$ cat src/rtl/gpio_pin_resolver.sv
module gpio_pin_resolver #(
  parameter int PINS  = 32,
  parameter int CFG_W = 11
) (
  input  logic                  clk,
  input  logic                  rst_n,
  input  logic [PINS*CFG_W-1:0] cfg_i,
  input  logic [PINS-1:0]       out_i,
  input  logic [PINS-1:0]       ext_drv_i,
  input  logic [PINS-1:0]       ext_lvl_i,
  output logic [PINS-1:0]       in_o,
  output logic [PINS-1:0]       out_val_o,
  output logic [PINS-1:0]       out_vld_o,
  output logic [PINS-1:0]       evt_o,
  output logic [PINS-1:0]       short_o
);
  localparam logic [1:0] PULL_DN = 2'd1;
  localparam logic [1:0] PULL_UP = 2'd3;

  logic [PINS-1:0] in_nxt, hit, keep_m, pull_m, pull_l, disc_m;
  logic [PINS-1:0] rec_val, rec_vld;

  for (genvar i = 0; i < PINS; i++) begin : g_pin
    logic [CFG_W-1:0] c;
    logic             gate, drv, pull_en, force_pull;
    assign c          = cfg_i[i*CFG_W +: CFG_W];
    assign gate       = c[10] ? (c[9] ? ~out_i[i] : out_i[i]) : 1'b1;
    assign drv        = gate & c[0];
    assign pull_en    = (c[3:2] == PULL_DN) | (c[3:2] == PULL_UP);
    assign force_pull = ~c[1] & ~ext_drv_i[i] & pull_en & ~drv;
    assign out_vld_o[i] = drv | force_pull;
    assign out_val_o[i] = force_pull ? c[3] : out_i[i];
    assign hit[i]     = ~c[1] & drv & ext_drv_i[i] & (out_i[i] ^ ext_lvl_i[i]);
    assign keep_m[i]  = c[1] & ~pull_en;
    assign pull_m[i]  = c[1] & pull_en;
    assign pull_l[i]  = c[3];
    assign disc_m[i]  = c[1];
    always_comb begin
      if (c[1])                in_nxt[i] = pull_en ? c[3] : in_o[i];
      else if (ext_drv_i[i])   in_nxt[i] = ext_lvl_i[i];
      else if (out_vld_o[i])   in_nxt[i] = out_val_o[i];
      else                     in_nxt[i] = in_o[i];
    end
  end

  assign evt_o = (out_vld_o ^ rec_vld) | (out_val_o ^ rec_val);

  always_ff @(posedge clk or negedge rst_n) begin
    if (!rst_n) begin
      in_o    <= '0;
      short_o <= '0;
      rec_val <= '0;
      rec_vld <= '0;
    end else begin
      in_o    <= in_nxt;
      short_o <= short_o | hit;
      rec_val <= out_val_o;
      rec_vld <= out_vld_o;
    end
  end

  AST_EVT_QUIET: assert property (@(posedge clk) disable iff (!rst_n)
    ($past(rst_n) && $stable(out_vld_o) && $stable(out_val_o)) |-> (evt_o == '0));

  AST_SHORT_STICKY: assert property (@(posedge clk) disable iff (!rst_n)
    ((short_o & $past(short_o)) == $past(short_o)));

  AST_SHORT_NEEDS_EXT: assert property (@(posedge clk) disable iff (!rst_n)
    $past(rst_n) |-> ((short_o & ~$past(short_o) & ~$past(ext_drv_i)) == '0));

  AST_DISC_HOLD: assert property (@(posedge clk) disable iff (!rst_n)
    $past(rst_n) |-> (((in_o ^ $past(in_o)) & $past(keep_m)) == '0));

  AST_DISC_PULL: assert property (@(posedge clk) disable iff (!rst_n)
    $past(rst_n) |-> (((in_o ^ $past(pull_l)) & $past(pull_m)) == '0));

  AST_DISC_NO_SHORT: assert property (@(posedge clk) disable iff (!rst_n)
    $past(rst_n) |-> ((short_o & ~$past(short_o) & $past(disc_m)) == '0));
endmodule

$ cat config.mk
export PLATFORM = sky130hd
export DESIGN_NAME = gpio_pin_resolver
export DESIGN_NICKNAME = d
export VERILOG_FILES = /design/src/rtl/gpio_pin_resolver.sv
export SDC_FILE = /design/constraint.sdc
export NUM_CORES = 1
export LEC_CHECK = 0
export ABC_AREA = 1
export BUFFER_PORTS_ARGS = -buffer_cell sky130_fd_sc_hd__buf_2
export CELL_PAD_IN_SITES_DETAIL_PLACEMENT = 1
export CELL_PAD_IN_SITES_GLOBAL_PLACEMENT = 2
export CORE_AREA = 2 2 237 239
export CTS_BUF_LIST = sky130_fd_sc_hd__clkbuf_8
export CTS_CLUSTER_DIAMETER = 50
export DETAILED_ROUTE_END_ITERATION = 8
export DIE_AREA = 0 0 239 241
export GPL_TIMING_DRIVEN = 0
export HOLD_SLACK_MARGIN = 0.03
export PLACE_DENSITY_LB_ADDON = 0.08
export SLEW_MARGIN = 15
export SYNTH_ARGS = -nofsm -noshare
export SYNTH_HDL_FRONTEND = slang
export SYNTH_SLANG_ARGS = --single-unit
$ cat constraint.sdc
create_clock -name clk -period 0.8 [get_ports clk]
set_input_delay 0.08 -clock clk [delete_from_list [all_inputs] [get_ports clk]]
set_output_delay 0.08 -clock clk [all_outputs]
set_load 0.005 [all_outputs]
# ---- Word level (Yosys, flattened, before mapping)
# Cells that the tools add are included.
dict set report op_classes {
  reduce_logical 64
  bitwise 452
  muxes 224
  n_eq_ne 96
}
# cell count
set ops {}
lappend ops {{$and A1 B1 Y1} 224}
lappend ops {{$mux W1} 224}
lappend ops {{$not A1 Y1} 128}
lappend ops {{$reduce_bool A3 Y1} 32}
lappend ops {{$eq A2 B1 Y1 const B} 32}
lappend ops {{$eq A2 B2 Y1 const B} 32}
lappend ops {{$ne A2 B1 Y1 const B} 32}
lappend ops {{$or A1 B1 Y1} 64}
lappend ops {{$or A32 B32 Y32} 2}
lappend ops {{$reduce_and A2 Y1} 32}
lappend ops {{$xor A32 B32 Y32} 2}
lappend ops {{$xor A1 B1 Y1} 32}
dict set report totals {
  register_bits 128
  output_inout_bits 160
}

# ---- Depth between registers and ports, before layout
# Gate-level depths: netlist of the first run.
dict set report logic_depth {
  word_depth 10
  depth_mapped 9
  ltp_nobuf 9
}

# ---- Worst setup path after synthesis of the first run
# OpenSTA, ideal clock, no wires.
dict set report synth_timing {
  path_type {input to output}
  startpoint {input ext_drv_i[26]}
  endpoint {output evt_o[26]}
  path_buffers 0
  cell_stages 7
  slack_ns 0.031
  arrival_ns 0.689
  required_time_ns 0.720
  path_cell_list {nor2_1 > nand2_1 > inv_1 > nand3_1 > nand2_2 > nand2_1 > nand3_1}
}
dict set report synth_via {
  elab_chain_cells 7
  elab_cells_between_ends 9
}
# element line_no
set synth_rtl {}
lappend synth_rtl {{start, declared} 9} ;# input logic [PINS-1:0] ext_drv_i,
lappend synth_rtl {{$not A1 Y1} 30} ;# assign force_pull = ~c[1] & ~ext_drv_i[i] & pull_en & ~drv;
lappend synth_rtl {{$and A1 B1 Y1 (3 in a row)} 30}
lappend synth_rtl {{$mux W1} 32} ;# assign out_val_o[i] = force_pull ? c[3] : out_i[i];
lappend synth_rtl {{named net out_val_o[26]} 12} ;# output logic [PINS-1:0] out_val_o,
lappend synth_rtl {{$xor A32 B32 Y32} 46} ;# assign evt_o = (out_vld_o ^ rec_vld) | (out_val_o ^ rec_val);
lappend synth_rtl {{$or A32 B32 Y32} 46}
lappend synth_rtl {{end, declared} 14} ;# output logic [PINS-1:0] evt_o,
# The timed path passes the listed nets, and every way through them passes these cells.

# ---- Worst setup path in the final report of the first run
dict set report layout_timing {
  startpoint {input cfg_i[319]}
  endpoint {output evt_o[29]}
}
dict set report layout_via {
  elab_chain_cells 6
  elab_cells_between_ends 8
}
# element line_no
set layout_rtl {}
lappend layout_rtl {{start, declared} 7} ;# input logic [PINS*CFG_W-1:0] cfg_i,
lappend layout_rtl {{$and A1 B1 Y1 (*)} 28} ;# assign drv = gate & c[0];
lappend layout_rtl {{$not A1 Y1} 30}
lappend layout_rtl {{$and A1 B1 Y1} 30}
lappend layout_rtl {{$or A1 B1 Y1 or $mux W1 (tied branches)} {31, 32}}
lappend layout_rtl {{$xor A32 B32 Y32} 46}
lappend layout_rtl {{$or A32 B32 Y32 (*)} 46}
# Mark *: on every way between the ends. The rest lies on a longest branch, timed or not.

==> results of run 1 <==
worst paths after layout:
kind | slack [ps] | end | cells after the start
max in group asynchronous | 520 | short_o[25]$_DFF_PN0_ | 2
min in group clk | -190 | rec_val[15]$_DFF_PN0_ | 3
min | -550 | in_o[23]$_DFFE_PN0P_ | 1
min reg2reg | 470 | short_o[29]$_DFF_PN0_ | 1
max reg2reg | -90 | in_o[18]$_DFFE_PN0P_ | 4
max | -680 | evt_o[29] | 9
final cells by class:
| type | count | area (sq um) | share of cell area |
|---|---|---|---|
| clock buffer | 21 | 289 | 0.0147 |
| inverter | 200 | 881 | 0.0449 |
| tap | 704 | 881 | 0.0449 |
| multi-input combinational | 948 | 6730 | 0.343 |
| antenna | 5 | 12.5 | 0.000638 |
| sequential | 128 | 3200 | 0.163 |
| clock inverter | 10 | 135 | 0.00689 |
| timing repair buffer | 886 | 7490 | 0.382 |
critical path, delay by kind of cell:
kind	cells	cell delay, ps
buf+inv	3	820
simple gates	6	510
layer usage:
layer	vias to the layer above	wire length, um
li1	5949	-
met1	5668	19200
met2	273	22300
met3	48	4180
met4	16	676
met5	-	111
power by group through the flow:
stage / clock [mW] / sequential, mW / combinational (mW)
6_report: 6.54 / 7.50 / 9.93
5_1_grt: 7.23 / 7.58 / 10.8
4_1_cts: 7.04 / 7.48 / 8.19
3_5_place_dp: 0 / 7.58 / 5.86
3_3_place_gp: 0 / 7.56 / 5.85
2_1_floorplan: 0 / 7.56 / 2.74
synth_stat cells:
cell      number  area [sq um]
a21oi_1      104           521
nor2_1        76           285
nand3_4       17           298
o21bai_1      32           240
nand2_4       19           214
nand2_2       96           601
xnor2_1       32           280
dfrtp_1      128          3200
nand2_1      333          1250
nand3_2       27           270
o22ai_1       32           200
inv_1        200           751
nand3_1      180           901
what timing repair did:
item / CTS / global route
hold buffers: 141 / 170
pin swaps: 153 / 163
gates resized for setup: 474 / 393
setup endpoints to repair: 160 / 216
endpoints found under the hold margin: 256 / 239
buffers inserted: 128 / 73
gates cloned: 0 / 0
state kept, by name, summed over array words and instances, names as in the netlist:
register and flops:
in_o 32, rec_val 32, rec_vld 32, short_o 32
metrics by stage:
step | hold slack, ps | util | std cells | setup TNS (ps)
after CTS | -585 | 0.301 | 2730 | -86070
final | -548 | 0.358 | 2902 | -68790
after floorplan | -216 | - | 1276 | 0
after global routing | -575 | 0.358 | 2900 | -79560
after detailed placement | 76.3 | 0.222 | 2430 | -41370
after global placement | 374 | 0.221 | 2429 | -399060
kinds of logic (layout without fill, tap and decap cells):
kind of cell	Yosys count	in the layout	share of synthesized area
and+or+nand+nor	748	748	0.424
buffers and inverters	200	1117	0.0833
AOI/OAI and AO/OA	168	168	0.107
DFF	128	128	0.355
xor gates and xnor gates	32	32	0.0311
other	0	5	0
==> metrics.md, run 1 <==
| Metric | Value |
|---|---|
| Violated checks | negative hold slack, negative setup slack |
| Clock power share | 0.273 |
| Die Height | 241 um |
| Critical path data arrival time | 1400 ps |
| RSZ-0062 raised after global routing | yes |
| Clk sinks | 128 |
| Post-synthesis cell area | 9010 sq um |
| Syn nets | 1,726 |
| Root Driver | clkbuf_8 |
| Net Sw Frac | 0.339 |
| Met3 usage in global routing | 0.0734 |
| CP startpoint | cfg_i[319] |
| Worst vdd rail ir drop | 0.921 mV |
| Sw power | 8.13 mW |
| Post-Syn Instances | 1,276 |
| Leakage | 9.59 nW |
| Layout cells sized above 1 | 0.522 |
| Commonest non-fill, non-tap cell in the layout | buf_2 |
| Largest net degree at the start of global routing | 75 |
| Met2 GRT Util | 0.239 |
| Initial antenna violation count | 14 |
| Worst-path cell chain | buf_2, dlygate4sd3_1, nand2_4, nand2_1, nand2_2, nand2_4, nand2_2, nand3_2, buf_2 |
| Data required time of the critical path | 720 ps |
| Via count of the routed design | 12,000 |
| Post-route ant nets | 0 |
| Die ar. | 57,600 sq um |
| Yosys warning count | 0 |
| Nets | 2,631 |
| Mapped Avg Cell Area | 7.06 sq um |
| Dpl hpwl | 34,400 um |
| DR iter-0 viols | 232 |
| WL per Instance | 16.0 um |
| Crit path launch type | input pin |
| Final GP Congestion | 0.814 |
| GR Util All Layers | 0.149 |
| Critical Path Fanout Max | 4 |
| Commonest cells after routing, fill and taps aside | 268 x buf_2, 233 x dlygate4sd3_1, 192 x buf_4 |
| Total CTS buffers | 17 |
| Top Ports | 610 |
| Worst r2r src | in_o[18]$_DFFE_PN0P_ |
| DP Area | 12,200 sq um |
| Netlist cell types | 13 |
| Drc violations | 0 |
| Htree depth | 4 |
| Pins Over Slew Limit | 0 |
| Final hold violations | 183 |
| DRT Wirelength | 46,500 um |
| Vias per cell | 4.12 |
| CTS tree | built |
| CTS max path bufs | 2 |
| Seq pwr share | 0.313 |
| Port Buffers | 449 |
| Grt total ovfl | 0 |
| First-pass GRT wire length | 65,300 um |
| Max Cap Viol | 0 |
| FILL cells | 6,550 |
| Final Skew | 0 ps |
| Endpoints failing setup | 182 |
| Min Hold Slack | -548 ps |
| Die Width | 239 um |
| Synthesized flop and latch total | 128 |
| Tmin final | 1480 ps |
| Met1 usage | 0.174 |
| Gr busiest metal | met2 |
| Critical Path Sink Type | output port |
| CP max stage cell | dlygate4sd3_1 |
| Max incr delay on CP | 600 ps |
| Cell area power density | 1220 nW/um^2 |
| Core Area | 54,900 sq um |
| Rows | 86 |
| Layout area overhead | 118% |
| Hold crit path type | in -> async |
| Sequential cell area fraction in the yosys report | 0.355 |
| Setup WS post-layout | -685 ps |
| Layout Cell Area excl Fill | 19,600 sq um |
| Post-place setup slack | -437 ps |
| Internal power | 15.8 mW |
| DRT Pass-1 Iters | 4 |
| Status | finished, violations left |
| Worst-skew pair later-pin latency | 540 ps |
| Max Fclk | 673 MHz |
| Starting Density | 0.164 |
| Crit Path Class | in -> out |
| Worst-margin pin slew | 599 ps |
| Clock slew at reported path FFs | 90 ps |
| Final worst-path cycle share | 1.86 |
| Slew HR | 0.601 |
| Power, Total | 24.0 mW |
| Number of global-route vias before repair | 11,800 |
| Logic pwr share | 0.414 |
No activity file was read; power rests on OpenSTA's default activity.
==> run 2: changes to the inputs <==
- SETUP_SLACK_MARGIN: unset -> 0.5
==> run 2 against run 1 <==
Net effect:
- the flow still finishes with violations (negative hold slack, negative setup slack)
- sequential cell count stayed put
- worst hold slack worse by 49 ps
- combinational power is 4.7% lower
- setup slack better by 50 ps
- global-route usage hardly changed
- count of clock-buffer cells in the layout is 4 lower
- power is 2.1% lower
- maximum frequency is 3.5% higher
- critical path depth is 6 lower
- clock power is 0.8% lower
- final cell count is 8.4% lower
- via count is 8.2% lower
- critical endpoint is now evt_o[31]
- largest power group unchanged
==> metrics.md, run 2 (synthesized netlist as in run 1, its figures left out) <==
| Metric | Value |
|---|---|
| DRT Pass-1 Iters | 4 (unchanged) |
| CP startpoint | rec_vld[31]$_DFF_PN0_ |
| Commonest non-fill, non-tap cell in the layout | buf_2 |
| Vias per cell | 4.13 (+0.23%) |
| Nets | 2,380 (-9.5%) |
| Critical Path Sink Type | output port |
| Starting Density | 0.164 (unchanged) |
| Critical path data arrival time | 1350 ps (-50 ps) |
| Initial antenna violation count | 23 (+9) |
| Cell area power density | 1290 nW/um^2 (+5.6%) |
| Min Hold Slack | -597 ps (-49.1 ps) |
| DR iter-0 viols | 199 (-14%) |
| Crit Path Class | reg -> out |
| Pins Over Slew Limit | 0 (unchanged) |
| Final GP Congestion | 0.806 (-1.1%) |
| Die Height | 241 um (unchanged) |
| Worst vdd rail ir drop | 1.21 mV (+32%) |
| CTS max path bufs | 2 (unchanged) |
| Largest net degree at the start of global routing | 69 (-8.0%) |
| Rows | 86 (unchanged) |
| Clock slew at reported path FFs | 100 ps (about the same) |
| Total CTS buffers | 17 (unchanged) |
| Clk sinks | 128 (unchanged) |
| Via count of the routed design | 11,000 (-8.2%) |
| Status | finished, violations left |
| Violated checks | negative hold slack, negative setup slack |
| Top Ports | 610 (unchanged) |
| Worst-path cell chain | xnor2_2, nand3_2, buf_6 |
| GR Util All Layers | 0.149 (-0.000197) |
| Crit path launch type | register |
| WL per Instance | 16.5 um (+3.0%) |
| Max Fclk | 697 MHz (+3.5%) |
| Layout cells sized above 1 | 0.608 (+0.0862) |
| Htree depth | 4 (unchanged) |
| Grt total ovfl | 0 (unchanged) |
| Endpoints failing setup | 134 (-26%) |
| Tmin final | 1430 ps (-50.1 ps) |
| Number of global-route vias before repair | 11,400 (-3.0%) |
| Die ar. | 57,600 sq um (unchanged) |
| Max incr delay on CP | 400 ps (-200 ps) |
| Layout area overhead | 102% |
| Data required time of the critical path | 720 ps (about the same) |
| Dpl hpwl | 35,500 um (+3.3%) |
| Worst path top cell family by delay | flip-flops |
| Worst-margin pin slew | 486 ps (-113 ps) |
| Port Buffers | 449 (unchanged) |
| Commonest cells after routing, fill and taps aside | 253 x buf_2, 186 x nand2_4, 179 x nand2_1 |
| Final Skew | 0 ps (unchanged) |
| Worst r2r src | in_o[3]$_DFFE_PN0P_ |
| Final cell count without fillers | 2,658 (-8.4%) |
| Setup WS post-layout | -635 ps (+50.1 ps) |
| FILL cells | 6,401 (-2.3%) |
| DRT Wirelength | 43,800 um (-5.7%) |
| Leakage | 8.83 nW (-7.9%) |
| RSZ-0062 raised after global routing | yes |
| Core Area | 54,900 sq um (unchanged) |
| Critical Path Fanout Max | 1 (-3) |
| Max Cap Viol | 0 (unchanged) |
| CTS tree | built |
| Drc violations | 0 (unchanged) |
| Buffers & Inverters on Critical Path | 1 (-2) |
| Fin Setup TNS | -44,210 ps (+24,580 ps) |
| CP max stage cell | dfrtp_1 |
| Final worst-path cycle share | 1.79 (-0.0626) |
| Slew HR | 0.676 (+0.0755) |
| Final hold violations | 255 (+39%) |
| First-pass GRT wire length | 64,700 um (-0.90%) |
| Root Driver | clkbuf_8 |
| Hold crit path type | in -> async |
| Worst-skew pair later-pin latency | 540 ps (about the same) |
| Die Width | 239 um (unchanged) |
| Post-route ant nets | 0 (unchanged) |
| Cells after DPL | 2,430 (unchanged) |
-- run 2: cell types whose count changed in the layout (fill, tap and decap cells not counted), moves of 10 or more --
cell           before  now
inv_2              38   14
nand3_2            42   53
buf_4             192  168
inv_12              0   19
buf_2             268  253
inv_1             120  104
dlygate4sd3_1     233    0
buf_6             152  171
buf_8              23   13
inv_6               4   21
nand2_2           118   75
nand3_1           145  130
nand2_4           139  186
buf_12             11   29
-- run 2: final timing paths --
path | end | slack (ps) | cells past startpoint
worst max register to register | in_o[3]$_DFFE_PN0P_ | -80 | 4
worst max-delay path | evt_o[31] | -630 | 3
worst min register to register | short_o[1]$_DFF_PN0_ | 480 | 1
min in group clk | rec_val[6]$_DFF_PN0_ | -210 | 3
worst min-delay path | short_o[14]$_DFF_PN0_ | -600 | 1
max in group asynchronous | rec_vld[19]$_DFF_PN0_ | 640 | 2
-- run 2: per-layer routing --
metal,vias up,track usage,wire [um]
li1,5490,-,-
met4,18,0.0504,812
met3,56,0.0864,4990
met5,-,0.0118,192
met1,5116,0.169,17500
met2,294,0.232,20300
-- run 2: area by class of cell --
type / instances / area, sq um / area share
diodes: 11 / 27.5 / 0.00151
clock buffers: 17 / 234 / 0.0129
clock inverters: 15 / 185 / 0.0102
inverters: 200 / 1190 / 0.0656
multi-input cells: 948 / 7220 / 0.397
flip-flops and latches: 128 / 3200 / 0.176
well taps: 704 / 881 / 0.0484
repair buffers: 635 / 5260 / 0.289
-- run 2: report_power, final --
part	switching (mW)	total (mW)	leakage, nW	internal, mW
sequential	0.407	7.52	1.43	7.11
combinational	4.65	9.46	7.21	4.81
clock	3.38	6.49	0.196	3.11
total	8.43	23.5	8.83	15.0
-- run 2: per-stage QoR --
step,cell area [sq um],hold WS (ps),worst slack [ps],total power [mW],util
after floorplan,10300,-216,67.2,10.8,-
after global placement,13400,368,-2990,14.2,0.244
after detailed placement,13400,111,-419,14.3,0.245
after CTS,16400,-547,-766,23.0,0.298
after global routing,18200,-613,-771,25.2,0.331
final,18200,-597,-635,23.5,0.332
-- run 2: what timing repair did --
action | in CTS | in global routing
endpoints found under the hold margin | 256 | 256
gates resized for setup | 450 | 255
pin swaps | 181 | 161
endpoints found under the setup margin | 262 | 293
buffers inserted | 100 | 85
